**config.mk**
```make
export PLATFORM = sky130hd
export DESIGN_NAME = pe_row
export DESIGN_NICKNAME = d
export VERILOG_FILES = /design/src/rtl/pe_row_pkg.sv /design/src/rtl/pe_phi.sv /design/src/rtl/pe_mode_dec.sv /design/src/rtl/pe_row.sv
export SDC_FILE = /design/constraint.sdc
export NUM_CORES = 2
export LEC_CHECK = 0
export BUFFER_PORTS_ARGS = -buffer_cell sky130_fd_sc_hd__buf_4
export CORE_AREA = 2 2 401 403
export CTS_BUF_LIST = sky130_fd_sc_hd__clkbuf_4
export DETAILED_ROUTE_END_ITERATION = 10
export DIE_AREA = 0 0 403 405
export GPL_ROUTABILITY_DRIVEN = 0
export GPL_TIMING_DRIVEN = 0
export PLACE_DENSITY = 0.52
export SYNTH_ARGS = -nofsm -noshare
export SYNTH_HDL_FRONTEND = slang
export SYNTH_SLANG_ARGS = --single-unit
```
**constraint.sdc**
```tcl
create_clock -name clk -period 1.5 [get_ports clk]
set_input_delay 0 -clock clk [delete_from_list [all_inputs] [get_ports clk]]
set_output_delay 0 -clock clk [all_outputs]
set_load 0.01 [all_outputs]
```
**src/rtl/pe_row_pkg.sv**
```systemverilog
package pe_row_pkg;
   localparam int FUNC_W = 4;
   localparam int MODE_W = 3;

   typedef enum logic [MODE_W-1:0] {
      PE_NOP   = 3'd0,
      PE_X     = 3'd1,
      PE_Y     = 3'd2,
      PE_XY    = 3'd3,
      PE_XM    = 3'd4,
      PE_XMY   = 3'd5
   } pe_mode_e;

   typedef struct packed {
      logic upd_x;
      logic upd_y;
      logic x_gated;
   } pe_ctrl_t;
endpackage

```
**src/rtl/pe_phi.sv**
```systemverilog
module pe_phi
   import pe_row_pkg::*;
#(
   parameter int N     = 256,
   parameter int STYLE = 0
) (
   input  logic [FUNC_W-1:0] func,
   input  logic [N-1:0]      r_in,
   input  logic [N-1:0]      f_in,
   output logic [N-1:0]      res
);
   generate
      if (STYLE == 0) begin : g_mux
         for (genvar i = 0; i < N; i++) begin : g_bit
            assign res[i] = func[{r_in[i], f_in[i]}];
         end
      end else begin : g_sop
         for (genvar i = 0; i < N; i++) begin : g_bit
            assign res[i] = (func[0] & ~r_in[i] & ~f_in[i])
                          | (func[1] & ~r_in[i] &  f_in[i])
                          | (func[2] &  r_in[i] & ~f_in[i])
                          | (func[3] &  r_in[i] &  f_in[i]);
         end
      end
   endgenerate
endmodule

```
**src/rtl/pe_mode_dec.sv**
```systemverilog
module pe_mode_dec
   import pe_row_pkg::*;
(
   input  logic [MODE_W-1:0] op_mode,
   output pe_ctrl_t          ctrl
);
   always_comb begin
      ctrl = '0;
      case (pe_mode_e'(op_mode))
         PE_X:    ctrl.upd_x = 1'b1;
         PE_Y:    ctrl.upd_y = 1'b1;
         PE_XY:   begin ctrl.upd_x = 1'b1; ctrl.upd_y = 1'b1; end
         PE_XM:   begin ctrl.upd_x = 1'b1; ctrl.x_gated = 1'b1; end
         PE_XMY:  begin ctrl.upd_x = 1'b1; ctrl.upd_y = 1'b1; ctrl.x_gated = 1'b1; end
         default: ctrl = '0;
      endcase
   end
endmodule

```
**src/rtl/pe_row.sv**
```systemverilog
module pe_row
   import pe_row_pkg::*;
#(
   parameter int N         = 256,
   parameter int PHI_STYLE = 0
) (
   input  logic              clk,
   input  logic              rst,
   input  logic [MODE_W-1:0] op_mode,
   input  logic [FUNC_W-1:0] func,
   input  logic              m_load,
   input  logic [N-1:0]      f_in,
   output logic [N-1:0]      x_out,
   output logic [N-1:0]      y_out,
   output logic [N-1:0]      m_out
);
   generate
      if (N < 1) begin : g_bad_n
         $error("pe_row: N must be at least 1");
      end
      if (PHI_STYLE != 0 && PHI_STYLE != 1) begin : g_bad_style
         $error("pe_row: PHI_STYLE must be 0 or 1");
      end
   endgenerate

   logic [N-1:0] x_q, y_q, m_q;
   logic [N-1:0] phi_x, phi_y;
   logic [N-1:0] x_d, y_d;
   pe_ctrl_t     ctrl;

   pe_mode_dec u_dec (
      .op_mode (op_mode),
      .ctrl    (ctrl)
   );

   pe_phi #(.N(N), .STYLE(PHI_STYLE)) u_phi_x (
      .func  (func),
      .r_in  (x_q),
      .f_in  (f_in),
      .res   (phi_x)
   );

   pe_phi #(.N(N), .STYLE(PHI_STYLE)) u_phi_y (
      .func  (func),
      .r_in  (y_q),
      .f_in  (f_in),
      .res   (phi_y)
   );

   generate
      for (genvar i = 0; i < N; i++) begin : g_pe
         logic x_en;
         assign x_en   = ctrl.upd_x & (~ctrl.x_gated | y_q[i]);
         assign x_d[i] = x_en ? phi_x[i] : x_q[i];
         assign y_d[i] = ctrl.upd_y ? phi_y[i] : y_q[i];
      end
   endgenerate

   always_ff @(posedge clk) begin
      if (rst) begin
         x_q <= '0;
         y_q <= '0;
         m_q <= '0;
      end else begin
         x_q <= x_d;
         y_q <= y_d;
         if (m_load) m_q <= f_in;
      end
   end

   assign x_out = x_q;
   assign y_out = y_q;
   assign m_out = m_q;
endmodule

```
==> Word-level counts from Yosys, hierarchy flattened <==
Index checks and enable logic that the tools add are counted.
Widths: inputs -> output; s select.
{ "classes": {"mul": 0, "magnitude_cmp": 512, "div_mod_pow": 0, "add_sub_neg": 0, "n_eq_ne": 5, "shift": 0, "n_mux": 1027, "bitwise": 513, "n_reduce_logical": 3} }
{ "ops": {"columns": ["operator", "n"], "rows": [
  ["$lt 2x3->1 const B", 512],
  ["$bmux 1 s2", 512],
  ["$mux 1", 515],
  ["$and 1x1->1", 256],
  ["$or 1x1->1", 256],
  ["$eq 3x2->1 const B", 2],
  ["$eq 3x3->1 const B", 2],
  ["$reduce_or 4->1", 1],
  ["$eq 3x1->1 const B", 1],
  ["$reduce_or 3->1", 1],
  ["$reduce_or 2->1", 1],
  ["$not 1->1", 1]
]} }
{ "word_totals": {"register_bits": 768, "mem_bits_rw": 0, "out_inout_bits": 768, "word_cells": 2318, "romBits": 0, "memories": 0, "inputBits": 266, "latch_bits": 0} }

==> Depth between registers and ports, before layout <==
{ "logic_depth": {"ltp_word": 6, "mapped_depth": 8, "depth_no_buf": 3} }

==> Hierarchy <==
From an unflattened synthesis, not the netlist that was laid out.
{ "hier_totals": {"hier_cells": 3786, "area_unflattened_um2": 42769.8} }
{ "modules_own_cells": {"columns": ["mod", "seq_area_each_um2", "n_inst", "area_each_um2", "cells_each"], "rows": [
  ["pe_row", 15374.7, 1, 29864.9, 3045],
  ["pe_phi", 0.0, 2, 6432.4, 368],
  ["pe_mode_dec", 0.0, 1, 40.0, 5]
]} }

==> Worst setup path after synthesis <==
No wires, ideal clock.
{ "synth_path": {"path_type": "in2reg", "start": "input port op_mode[2]", "end": "register y_q[100] (netlist: y_out[100])", "required_time_ns": 1.413, "n_path_buf": 5, "setup_slack_ns": 0.138, "setup_ns": 0.087, "stages": 8, "arrival_time_ns": 1.275, "cell_sequence": "buf_2 -> and3b_1 -> buf_2 -> or2_1 -> buf_2 -> buf_6 -> buf_6 -> a221oi_2"} }
{ "synth_via": {"elab_chain_cells": 3, "elab_cells_between_ends": 5, "classes_between": "eq/ne (3); mux (1); reduce/logical (1)"} }
{ "synth_lines": {"columns": ["element", "line_no", "text"], "rows": [
  ["start: declaration", "pe_row.sv:9", "input logic [MODE_W-1:0] op_mode,"],
  ["$eq 3x2->1 or $eq 3x3->1 (tied branches)", "pe_mode_dec.sv:9", "case (pe_mode_e'(op_mode))"],
  ["$reduce_or 3->1 (no source line) (*)", null, null],
  ["$mux 1 (*)", "pe_mode_dec.sv:9", null],
  ["end signal: assignment", "pe_row.sv:66", "y_q <= y_d;"],
  ["end: declaration", "pe_row.sv:26", "logic [N-1:0] x_q, y_q, m_q;"]
]} }
Mark *: on every way between the ends. The rest lies on a longest branch, timed or not.
A chain may end at the register's enable or synchronous reset.

==> Worst setup path after layout <==
{ "layout_path": {"start": "register x_q[189] (netlist: x_out[189])", "end": "output port x_out[189]"} }
{ "layout_lines": {"columns": ["element", "line_no", "text"], "rows": [
  ["start: declaration", "pe_row.sv:26", null],
  ["start signal: assignment", "pe_row.sv:61", "x_q <= '0;"],
  ["start signal: assignment", "pe_row.sv:65", "x_q <= x_d;"],
  ["end: declaration", "pe_row.sv:13", "output logic [N-1:0] x_out,"]
]} }
No word-level cell between the ends.

==> flow_summary_export.csv <==
group,metric,value,unit
outcome,status,"complete, but fails checks",
outcome,violations,"negative setup slack",
place,port_buffers,1026,
timing,setup_viol,1078,
final_layout,fin_cells,9456,
final_layout,final_area,0.0726,mm^2
routing,detail-route-antenna-nets,0,
clock_tree,h-tree-depth,4,
timing,slew_headroom,0.100,
routing,drcViolationCount,0,
power,p_switching,20.8,mW
synth,syn-num-nets,4825,
routing,wl_per_cell,24.7,um
synth,ys_types,20,
global_routing,grt_pass1_wl,333000,um
timing,finClkSkew,0.0958,ns
power,internal-power,41.5,mW
routing,wl,234000,um
synth,yosys.area_share.adder,0,
synth,synth_compound_area_frac,0.261,
timing,slew_violations,0,
setup_path,path_delay_family,"flip-flops",
setup_path,cp_data_arrival_time,1.83,ns
timing,fin_tns_setup,-183.55,ns
clock_tree,clock_latency,1.31,ns
timing,period_share,1.22,
clock_tree,cts_tree,"yes",
routing,via_per_inst,5.12,
final_layout,drive_gt1_frac,0.455,
synth,synthMuxAreaShare,0.180,
floorplan,dieArea,0.163,mm^2
synth,synth-xor-area-share,0,
final_layout,area_growth,70.4,%
power,pwr-share-comb,0.291,
clock_tree,clock_path_buffers,3,
routing,drtIter0Drc,3516,
synth,yosys.area_share.simple,0.129,
power,p_clk_frac,0.335,
job,cap_violations,0,
timing,finalHoldViolCount,0,
power,power_density,858,mW/mm^2
setup_path,critPathLaunchType,"flop",
min_path,hp-class,"in -> reg",
place,dpl.hpwl,158000,um
clock_tree,root_buffer,"clkbuf_4",
synth,synth.area.top_cells,"dfxtp_1, mux2i_1, a221oi_2, o221a_2, a21oi_1",
timing,tightest_slew,1.35,ns
timing,hold_ws,0.0464,ns
setup_path,crit_type,"reg -> out",
floorplan,num_rows,147,
power,peakVddDrop,0.000783,V
setup_path,path_max_fanout,3,
clock_tree,cts_sinks,768,
place,place_inst,7674,
global_routing,globalRouteTotalUtil,0.273,
synth,synth_area_per_cell,9.34,um^2
setup_path,max_stage_delay,0.39,ns
floorplan,initial_core_util,0.267,
power,swShare,0.334,
synth,ys_warn_count,0,
synth,async_reset_ff_frac,0,
synth,synth_top_cell_by_area,"dfxtp_1",
routing,vias,48400,
setup_path,cp-end-kind,"output port",
floorplan,chipWidth,403,um
setup_path,cpMaxStageDelayCell,"dfxtp_4",
power,p_seq_frac,0.374,
routing,dr.pass1.iters,6,
final_layout,nets,7458,
synth,synth_edf_count,0,
floorplan,io_pins,1034,
setup_path,crit_buf_inv,1,
global_routing,grt_max_degree,19,
floorplan,die_h,405,um
clock_tree,path_clk_slew,0.08,ns
global_routing,gr-total-overflow,0,
synth,yosys_register_bits,768,
setup_path,path_cells,"buf_6",
timing,period_minus_slack,1.83,ns
synth,synth_top_family_by_area,"compound AO/OA/AOI/OAI gates",
clock_tree,cts_buffers,228,
synth,synth_cells,4559,
timing,fmax,0.546,GHz
floorplan,core_area,0.159,mm^2
synth,synth_top_area_frac,0.361,
setup_path,required,1.50,ns
synth,ys.flop_type,"dfxtp_1",
timing,setup_slack,-0.333,ns
timing,rsz0062_at_grt,"true",
synth,synth_commonest_cells,"dfxtp_1, mux2i_1, a21oi_1",
place,placedInstanceArea,0.0530,mm^2
global_routing,antenna_found_initial,18,
synth,yosysSeqAreaShare,0.361,
synth,syn_area,0.0426,mm^2
final_layout,fill_cells,15000,
global_routing,grt_pass1_vias,49500,
power,p_leak,31.4,nW
-- per-stage QoR --
stage | worst slack (ns) | utilization | power, mW
after global placement | -2.48 | 0.332 | 36.5
after floorplan | 0.138 | - | 30.0
after detailed placement | -1.53 | 0.333 | 36.6
final | -0.333 | 0.456 | 62.3
after CTS | -0.578 | 0.448 | 62.1
after global routing | -0.489 | 0.455 | 65.0
-- power groups by stage --
| stage | registers, mW | logic [mW] | clock network, mW |
|---|---|---|---|
| detailed placement | 23.7 | 12.9 | 0 |
| CTS | 23.3 | 17.5 | 21.4 |
| global route | 23.4 | 19.1 | 22.5 |
| finish | 23.3 | 18.1 | 20.8 |
| floorplan | 24.0 | 6.08 | 0 |
| global placement | 23.7 | 12.8 | 0 |
-- area by class of cell --
class	count	area [um^2]	share of cell area
Clock buffer	324	2430	0.0335
Tap cell	2086	2610	0.0360
Timing Repair Buffer	2403	23000	0.317
Inverter	257	965	0.0133
Buffer	456	2060	0.0283
Antenna cell	8	20.0	0.000276
Sequential cell	768	16800	0.231
Clock inverter	76	405	0.00559
Multi-Input combinational cell	3078	24300	0.335
-- registers in the layout, indices dropped and copies added (netlist names) --
register	cells
m_out	256
x_out	256
y_out	256
-- final timing paths --
check | from | end | slack (ns) | cells past startpoint
min reg2reg | m_out[100]$_SDFFE_PP0P_ | m_out[100]$_SDFFE_PP0P_ | 0.50 | 2
min | func[1] | y_out[254]$_SDFFE_PP0P_ | 0.05 | 5
max | x_out[189]$_SDFFE_PP0P_ | x_out[189] | -0.33 | 1
max reg2reg | m_out[31]$_SDFFE_PP0P_ | m_out[31]$_SDFFE_PP0P_ | 0.11 | 4
-- cell usage in the layout, fill, tap and decap left out, types with 2 or more instances in the layout --
cell type,count
clkinv_1,57
nor2_1,256
buf_1,40
nor2b_1,3
buf_2,40
inv_2,2
inv_1,257
a221oi_2,240
a221oi_1,16
clkinv_2,4
dfxtp_2,595
buf_4,851
diode_2,8
clkinv_4,2
clkbuf_2,41
bufinv_16,2
and2_1,256
buf_12,5
buf_6,775
buf_8,17
clkbuf_4,335
mux2i_1,768
dlygate4sd3_1,777
clkbuf_1,297
dfxtp_4,173
nand3b_1,256
o221a_2,256
dlymetal6s4s_1,4
o21bai_1,256
clkinvlp_4,2
a21oi_1,512
nand2_1,256
inv_6,5
-- cell families after synthesis --
| logic type | Yosys count |
|---|---|
| AO/OA/AOI/OAI | 1280 |
| buffers and inverters | 713 |
| flip-flops | 768 |
| multiplexers | 768 |
| AND/OR/NAND/NOR | 1030 |
-- metal layers --
layer  part of all wire  up-vias  track usage
met1               0.39    23600        0.316
li1                   -    22000            -
met2               0.47     2197        0.449
met4              0.062        6        0.165
met3              0.080      569       0.0736
met5            0.00017        -            0
-- timing repair --
item	in CTS	in global routing
setup endpoints to repair	779	1455
gates cloned	0	0
endpoints found under the hold margin	768	31
setup buffers	466	127
hold buffers	775	6
resized for setup	1722	98
No activity file was read; power rests on OpenSTA's default activity.
